**src/rtl/lpc_clkstop_pkg.sv**
```systemverilog
`timescale 1ns/1ps
package lpc_clkstop_pkg;

  // Peripheral clock as seen from the remote side.
  //   PCLK_RUN  : every host edge reaches the peripheral
  //   PCLK_STOP : no host edge reaches the peripheral
  //   PCLK_WAKE : release seen; the coming edge is the first one delivered
  typedef enum logic [1:0] {
    PCLK_RUN  = 2'd0,
    PCLK_STOP = 2'd1,
    PCLK_WAKE = 2'd2
  } pclk_state_e;

endpackage

```
**src/rtl/lpc_pclk_tracker.sv**
```systemverilog
`timescale 1ns/1ps
module lpc_pclk_tracker
  import lpc_clkstop_pkg::*;
#(
  parameter int CNT_W = 8
) (
  input  logic             clk,
  input  logic             rst,
  input  logic             stop_clk_i,
  output logic             periph_edge_o,
  output logic             clk_on_o,
  output logic [CNT_W-1:0] edge_cnt_o,
  output pclk_state_e      state_o
);

  pclk_state_e st_q;
  pclk_state_e st_d;

  // The current host edge reaches the peripheral unless the clock is fully
  // stopped: the edge that samples a fresh stop still gets through, and the
  // edge after a release does too (the one right at the release does not).
  always_comb begin
    periph_edge_o = (st_q != PCLK_STOP);
    unique case (st_q)
      PCLK_STOP: st_d = stop_clk_i ? PCLK_STOP : PCLK_WAKE;
      default:   st_d = stop_clk_i ? PCLK_STOP : PCLK_RUN;
    endcase
  end

  always_ff @(posedge clk) begin
    if (rst) begin
      st_q       <= PCLK_RUN;
      clk_on_o   <= 1'b1;
      edge_cnt_o <= '0;
    end else begin
      st_q     <= st_d;
      clk_on_o <= (st_d == PCLK_RUN);
      if (periph_edge_o) begin
        edge_cnt_o <= edge_cnt_o + CNT_W'(1);
      end
    end
  end

  assign state_o = st_q;

endmodule

```
**src/rtl/lpc_req_qualifier.sv**
```systemverilog
`timescale 1ns/1ps
module lpc_req_qualifier #(
  parameter int NUM_CH = 4
) (
  input  logic              clk,
  input  logic              rst,
  input  logic              periph_edge_i,
  input  logic [NUM_CH-1:0] req_i,
  output logic [NUM_CH-1:0] held_o,
  output logic [NUM_CH-1:0] valid_o
);

  // One latch pair per channel; a request is only sampled on an edge the
  // peripheral actually receives, and is held untouched otherwise.
  for (genvar g = 0; g < NUM_CH; g++) begin : g_ch
    logic held_q;
    logic valid_q;

    always_ff @(posedge clk) begin
      if (rst) begin
        held_q  <= 1'b0;
        valid_q <= 1'b0;
      end else if (periph_edge_i) begin
        held_q  <= req_i[g];
        valid_q <= req_i[g];
      end else begin
        valid_q <= 1'b0;
      end
    end

    assign held_o[g]  = held_q;
    assign valid_o[g] = valid_q;
  end

endmodule

```
**src/rtl/lpc_clkrun_merge.sv**
```systemverilog
`timescale 1ns/1ps
module lpc_clkrun_merge #(
  parameter int NUM_CH = 4
) (
  input  logic              clk,
  input  logic              rst,
  input  logic              clkrun_req_i,
  input  logic [NUM_CH-1:0] dma_busy_i,
  output logic              clkrun_o
);

  // Channels running DMA or bus-master cycles get the clock-run line
  // raised for them, next to any direct peripheral request.
  always_ff @(posedge clk) begin
    if (rst) begin
      clkrun_o <= 1'b0;
    end else begin
      clkrun_o <= clkrun_req_i | (|dma_busy_i);
    end
  end

endmodule

```
**src/rtl/lpc_clkstop_gate.sv**
```systemverilog
`timescale 1ns/1ps
module lpc_clkstop_gate
  import lpc_clkstop_pkg::*;
#(
  parameter int NUM_CH = 4,
  parameter int CNT_W  = 8
) (
  input  logic              clk,
  input  logic              rst,
  input  logic              stop_clk_i,
  input  logic              clkrun_req_i,
  input  logic [NUM_CH-1:0] dma_busy_i,
  input  logic [NUM_CH-1:0] req_i,
  output logic              clkrun_o,
  output logic              clk_on_o,
  output logic [CNT_W-1:0]  edge_cnt_o,
  output logic [NUM_CH-1:0] req_held_o,
  output logic [NUM_CH-1:0] req_valid_o
);

  logic        periph_edge;
  pclk_state_e trk_state;

  lpc_pclk_tracker #(
    .CNT_W(CNT_W)
  ) u_tracker (
    .clk          (clk),
    .rst          (rst),
    .stop_clk_i   (stop_clk_i),
    .periph_edge_o(periph_edge),
    .clk_on_o     (clk_on_o),
    .edge_cnt_o   (edge_cnt_o),
    .state_o      (trk_state)
  );

  lpc_req_qualifier #(
    .NUM_CH(NUM_CH)
  ) u_qualifier (
    .clk          (clk),
    .rst          (rst),
    .periph_edge_i(periph_edge),
    .req_i        (req_i),
    .held_o       (req_held_o),
    .valid_o      (req_valid_o)
  );

  lpc_clkrun_merge #(
    .NUM_CH(NUM_CH)
  ) u_clkrun (
    .clk         (clk),
    .rst         (rst),
    .clkrun_req_i(clkrun_req_i),
    .dma_busy_i  (dma_busy_i),
    .clkrun_o    (clkrun_o)
  );

endmodule

```
**config.mk**
```make
export PLATFORM = sky130hd
export DESIGN_NAME = lpc_clkstop_gate
export DESIGN_NICKNAME = d
export VERILOG_FILES = /design/src/rtl/lpc_clkstop_pkg.sv /design/src/rtl/lpc_pclk_tracker.sv /design/src/rtl/lpc_req_qualifier.sv /design/src/rtl/lpc_clkrun_merge.sv /design/src/rtl/lpc_clkstop_gate.sv
export SDC_FILE = /design/constraint.sdc
export NUM_CORES = 1
export LEC_CHECK = 0
export BUFFER_PORTS_ARGS = -buffer_cell sky130_fd_sc_hd__buf_2
export CORE_MARGIN = 2
export CORE_UTILIZATION = 35
export CTS_BUF_LIST = sky130_fd_sc_hd__clkbuf_16
export CTS_CLUSTER_DIAMETER = 60
export DETAILED_ROUTE_END_ITERATION = 7
export GPL_TIMING_DRIVEN = 0
export PLACE_DENSITY = 0.59
export SLEW_MARGIN = 20
export SYNTH_ARGS = -nofsm -noshare
export SYNTH_HDL_FRONTEND = slang
export SYNTH_HIERARCHICAL = 1
export SYNTH_SLANG_ARGS = --single-unit
```
**constraint.sdc**
```tcl
create_clock -name clk -period 1.6 [get_ports clk]
set_input_delay 0.16 -clock clk [delete_from_list [all_inputs] [get_ports clk]]
set_output_delay 0.16 -clock clk [all_outputs]
set_load 0.05 [all_outputs]
```
Word level (Yosys, flattened, before mapping)

Cells that the tools add are included.

Register bits: 20
Input bits: 12
Output and inout bits: 18
Word-level logic and storage cells: 23

Add/subtract/negate cells: 1
Equality and inequality tests: 2
Mux-type cells: 3
Bitwise gates (word level): 2
Reductions and logical operators: 3

Operators with widths:

| operator                                              | count |
|---|---|
| adder 8 x 1 -> 8 bit, second input constant           | 1 |
| 2-to-1 mux 2 bit                                      | 2 |
| OR reduction 4 bit                                    | 1 |
| == test 2 x 1 -> 1 bit, second input constant         | 1 |
| logical NOT 2 bit                                     | 1 |
| inequality test 2 x 1 -> 1 bit, second input constant | 1 |
| OR reduction 2 bit                                    | 1 |
| 2-to-1 mux 1 bit                                      | 1 |
| inverter 1 bit                                        | 1 |
| OR 1 bit                                              | 1 |

Longest topological paths before layout

Depth after elaboration: 3
Mapped depth: 5
Gate-level depth less buffers: 4

Hierarchy

The synthesis kept the hierarchy.

By module, submodules not included:

| module            | times used | cells an instance | area each (µm²) | seq. area each (µm²) |
|---|---|---|---|---|
| lpc_pclk_tracker  | 1          | 52                | 467.9           | 220.2 |
| lpc_req_qualifier | 1          | 33                | 300.3           | 160.2 |
| lpc_clkrun_merge  | 1          | 4                 | 33.8            | 20.0 |

Worst setup path before layout

OpenSTA, ideal clock, no wires.

Path kind: register to register
Start point: reg u_tracker.edge_cnt_o[0]
End point: reg u_tracker.edge_cnt_o[6]
Library setup time: 121 ps
Arrival time: 1,642 ps
Required time: 1,479 ps
Setup slack: -163 ps
Cell stages (with the launch flop): 5
Buffers on the path: 0
Clock period less this slack: 1,763 ps
Path through: dfxtp_1 > ha_1 > inv_1 > nor4_1 > mux2_2

Longest elaborated chain between the ends: 1

RTL lines:

| what                     | line                   | RTL |
|---|---|---|
| start: declaration       | lpc_pclk_tracker.sv:12 | `output logic [CNT_W-1:0] edge_cnt_o,` |
| start signal: assignment | lpc_pclk_tracker.sv:39 | `edge_cnt_o <= edge_cnt_o + CNT_W'(1);` |
| adder 8 x 1 -> 8 bit     | lpc_pclk_tracker.sv:39 |  |

Every way passes these cells.
A chain may end at the register's enable or synchronous reset.

Worst setup path after layout

Same ends and word-level chain as after synthesis.

==> results_dict.tcl <==
set metrics [dict create \
    status "completed" \
    die_w_um 51.9 \
    clkLatencyLatePin_ns 0.25 \
    final_cell_area_um2 1090 \
    cts_resized 0 \
    powerDensity_nw_per_um2 1290 \
    cts_setup_buffers 0 \
    max-slew-margin-rel_pct 69.3 \
    pwr-share-comb_pct 13.5 \
    r2r_cells 4 \
    dieArea_um2 2690 \
    cts_hold_buffers 0 \
    drtPass1Iterations 3 \
    synth_edf_count 0 \
    r2r-start "u_tracker/edge_cnt_o[0]" \
    slew_viol_final 0 \
    worstReg2RegEnd "u_tracker/edge_cnt_o[6]" \
    clkPwrFrac_pct 48.0 \
    die_y_um 51.9 \
    p_int_uw 1080 \
    synthCells 89 \
    cts_tree "done" \
    grt_max_degree 14 \
    synth_top_family_by_area "simple AND/OR/NAND/NOR gates" \
    cp.arrival_ns 1.59 \
    io_pins 30 \
    required_ns 1.74 \
    fin_skew_ns 0.000775 \
    fin_crit_ns 1.45 \
    wire_per_inst_um 9.90 \
    antenna_left 0 \
    avgViaCountPerCell 4.53 \
    vias 680 \
    place.gp.congestion 0.790 \
    max_stage_delay_ns 0.39 \
    cp_max_fo 6 \
    diodes 0 \
    numCtsBuffers 3 \
    fmax_mhz 690 \
    reg2reg_slack_ns 0.15 \
    hold_depth 2 \
    async_reset_ff_share_pct 0 \
    seqPwrFrac_pct 38.5 \
    synth_mux_area_share_pct 2.81 \
    p_switching_uw 328 \
    startpoint_type "register" \
    leakagePower_uw 0.000504 \
    rsz0062_at_grt "false" \
    p_sw_share_pct 23.2 \
    syn_area_um2 802 \
    ys.flop_type "dfxtp_1" \
    crit_chain "ha_1 > inv_1 > nor4_1 > mux2_2" \
    maxCapViolCount 0 \
    synth_compound_area_share_pct 9.67 \
    grt_overflow 0 \
    core.rowCount 17 \
    htreeDepth 1 \
    core-area_um2 2190 \
    dp.cells 146 \
    grt_pass1_wl_um 2360 \
    ys_types 21 \
    syn_to_final_growth_pct 36.2 \
    min_path_type "input pin to register" \
    post_dp_cell_area_um2 987 \
    synth_xor_area_share_pct 1.09 \
    criticalPathCategory "register to register" \
    hold_viol_final 0 \
    finalCritPeriodShare_pct 90.6 \
    routed_wl_um 1490 \
    synth_nets 102 \
    dp_hpwl_um 1080 \
    drt_iter0_markers 4 \
    grtUsageTotal_pct 12.3 \
    grt_pass1_vias 549 \
    synthAdderAreaFrac_pct 1.56 \
    tightest_slew_ns 0.461 \
    clock_sinks 20 \
    drc 0 \
    synth_seq_cells 20 \
    cts_root_buffer "clkbuf_16" \
    clockBufferDepth 2 \
    power_uw 1410 \
    critPathSlowestCell "dfxtp_2" \
    ir_drop_uv 635 \
    layout.nets 136 \
    io_buffer_count 29 \
    synth_area_per_cell_um2 9.01 \
    start_util_pct 36.6 \
    setup_viol 0 \
    hp-start "stop_clk_i" \
    stdcell_count 150 \
    setup_tns_ns 0 \
    drive_above_1_share_pct 41.0 \
    yosys.area_share.simple_pct 23.6 \
    ys_warn_count 6 \
    crit_path_end_kind "register" \
    clkTransAtPathRegs_ns 0.05 \
    holdPathEnd "u_tracker/state_o[1]" \
    ys_seq_area_share_pct 49.9 \
    antenna_found_initial 0 \
]
registers in the layout (all words and copies together), names as in the netlist:
name and count:
u_tracker/state_o 2, u_clkrun/clkrun_o 1, u_qualifier/g_ch.held_q 4, u_qualifier/g_ch.valid_q 4
u_tracker/clk_on_o 1, u_tracker/edge_cnt_o 8
routing by layer:
layer | part of all wire (%) | wire length (µm) | track usage, %
met5 | 0 | 0 | 0
met1 | 44 | 654 | 13.5
met2 | 48 | 708 | 19.6
met3 | 5.3 | 79 | 3.74
met4 | 2.8 | 42 | 9.21
worst max-delay path by stage:
stage                                        from                 endpoint  slack [ns]  cells after the start
after floorplan           u_tracker/edge_cnt_o[0]  u_tracker/edge_cnt_o[6]        0.06                      4
after global placement    u_tracker/edge_cnt_o[0]  u_tracker/edge_cnt_o[6]        0.17                      4
after detailed placement  u_tracker/edge_cnt_o[0]  u_tracker/edge_cnt_o[6]        0.18                      4
after CTS                 u_tracker/edge_cnt_o[0]  u_tracker/edge_cnt_o[6]        0.18                      4
after global routing      u_tracker/edge_cnt_o[0]  u_tracker/edge_cnt_o[6]        0.07                      4
final                     u_tracker/edge_cnt_o[0]  u_tracker/edge_cnt_o[6]        0.15                      4
cells by family after synthesis:
group | after synthesis
adder cells (fa/ha/maj) | 1
multiplexers | 2
AND/OR/NAND/NOR | 37
AO/OA/AOI/OAI | 14
buffers and inverters | 14
flip-flops | 20
XOR/XNOR | 1
synthesized netlist by cell type, drive strengths merged (2+ instances only):
cell    count  area (µm²)
a21oi      10        50.1
buf        11        80.1
dfxtp      20         400
inv         3        11.3
mux2        2        22.5
nand2       9        33.8
nand2b      4        25.0
nand3       3        15.0
nor2       10        37.5
nor2b       4        32.5
nor3        2        10.0
nor4        2        12.5
o31ai       3        22.5
or4         3        22.5
critical path: cells and delay by family (launching register included):
family / cells / cell delay, ns
multiplexers: 1 / 0.36
flip-flops: 1 / 0.39
AND/OR/NAND/NOR: 1 / 0.32
buffers and inverters: 1 / 0.08
adder cells (fa/ha/maj): 1 / 0.19
through the flow:
stage               setup slack (ns)  util (%)  hold WS [ns]
finish                         0.151      49.9        0.0753
global route                  0.0667      49.9        0.0708
CTS                            0.176      49.9        0.0745
detailed placement             0.184      45.1         0.339
global placement               0.171      45.1         0.336
floorplan                     0.0602         -         0.229
layout make-up:
class / instances / area (µm²)
buffer: 11 / 80.1
timing repair buffer: 29 / 145
tap: 28 / 35.0
clock inverter: 1 / 30.0
inverter: 3 / 11.3
multi-input combinational: 55 / 310
fill: 215 / 1100
clock buffer: 3 / 75.1
sequential: 20 / 405
power groups by stage:
stage	registers, µW	logic, µW	clock network (µW)
after CTS	543	192	697
after detailed placement	554	192	0
after floorplan	590	108	0
after global routing	547	206	709
final	543	191	677
after global placement	553	190	0
layout by cell type (no fill, tap or decap), types with 3 or more instances in the layout:
| master | Yosys | final |
|---|---|---|
| nand3_1 | 3 | 3 |
| nand2_1 | 9 | 9 |
| buf_4 | 8 | 8 |
| dfxtp_1 | 20 | 16 |
| inv_1 | 3 | 3 |
| o31ai_1 | 3 | 3 |
| nor2b_1 | 3 | 3 |
| dfxtp_2 | 0 | 4 |
| nand2b_1 | 4 | 4 |
| buf_2 | 1 | 30 |
| a21oi_1 | 10 | 10 |
| or4_1 | 3 | 3 |
| clkbuf_16 | 0 | 3 |
| nor2_1 | 10 | 10 |
(Power assumes the default switching activity.)
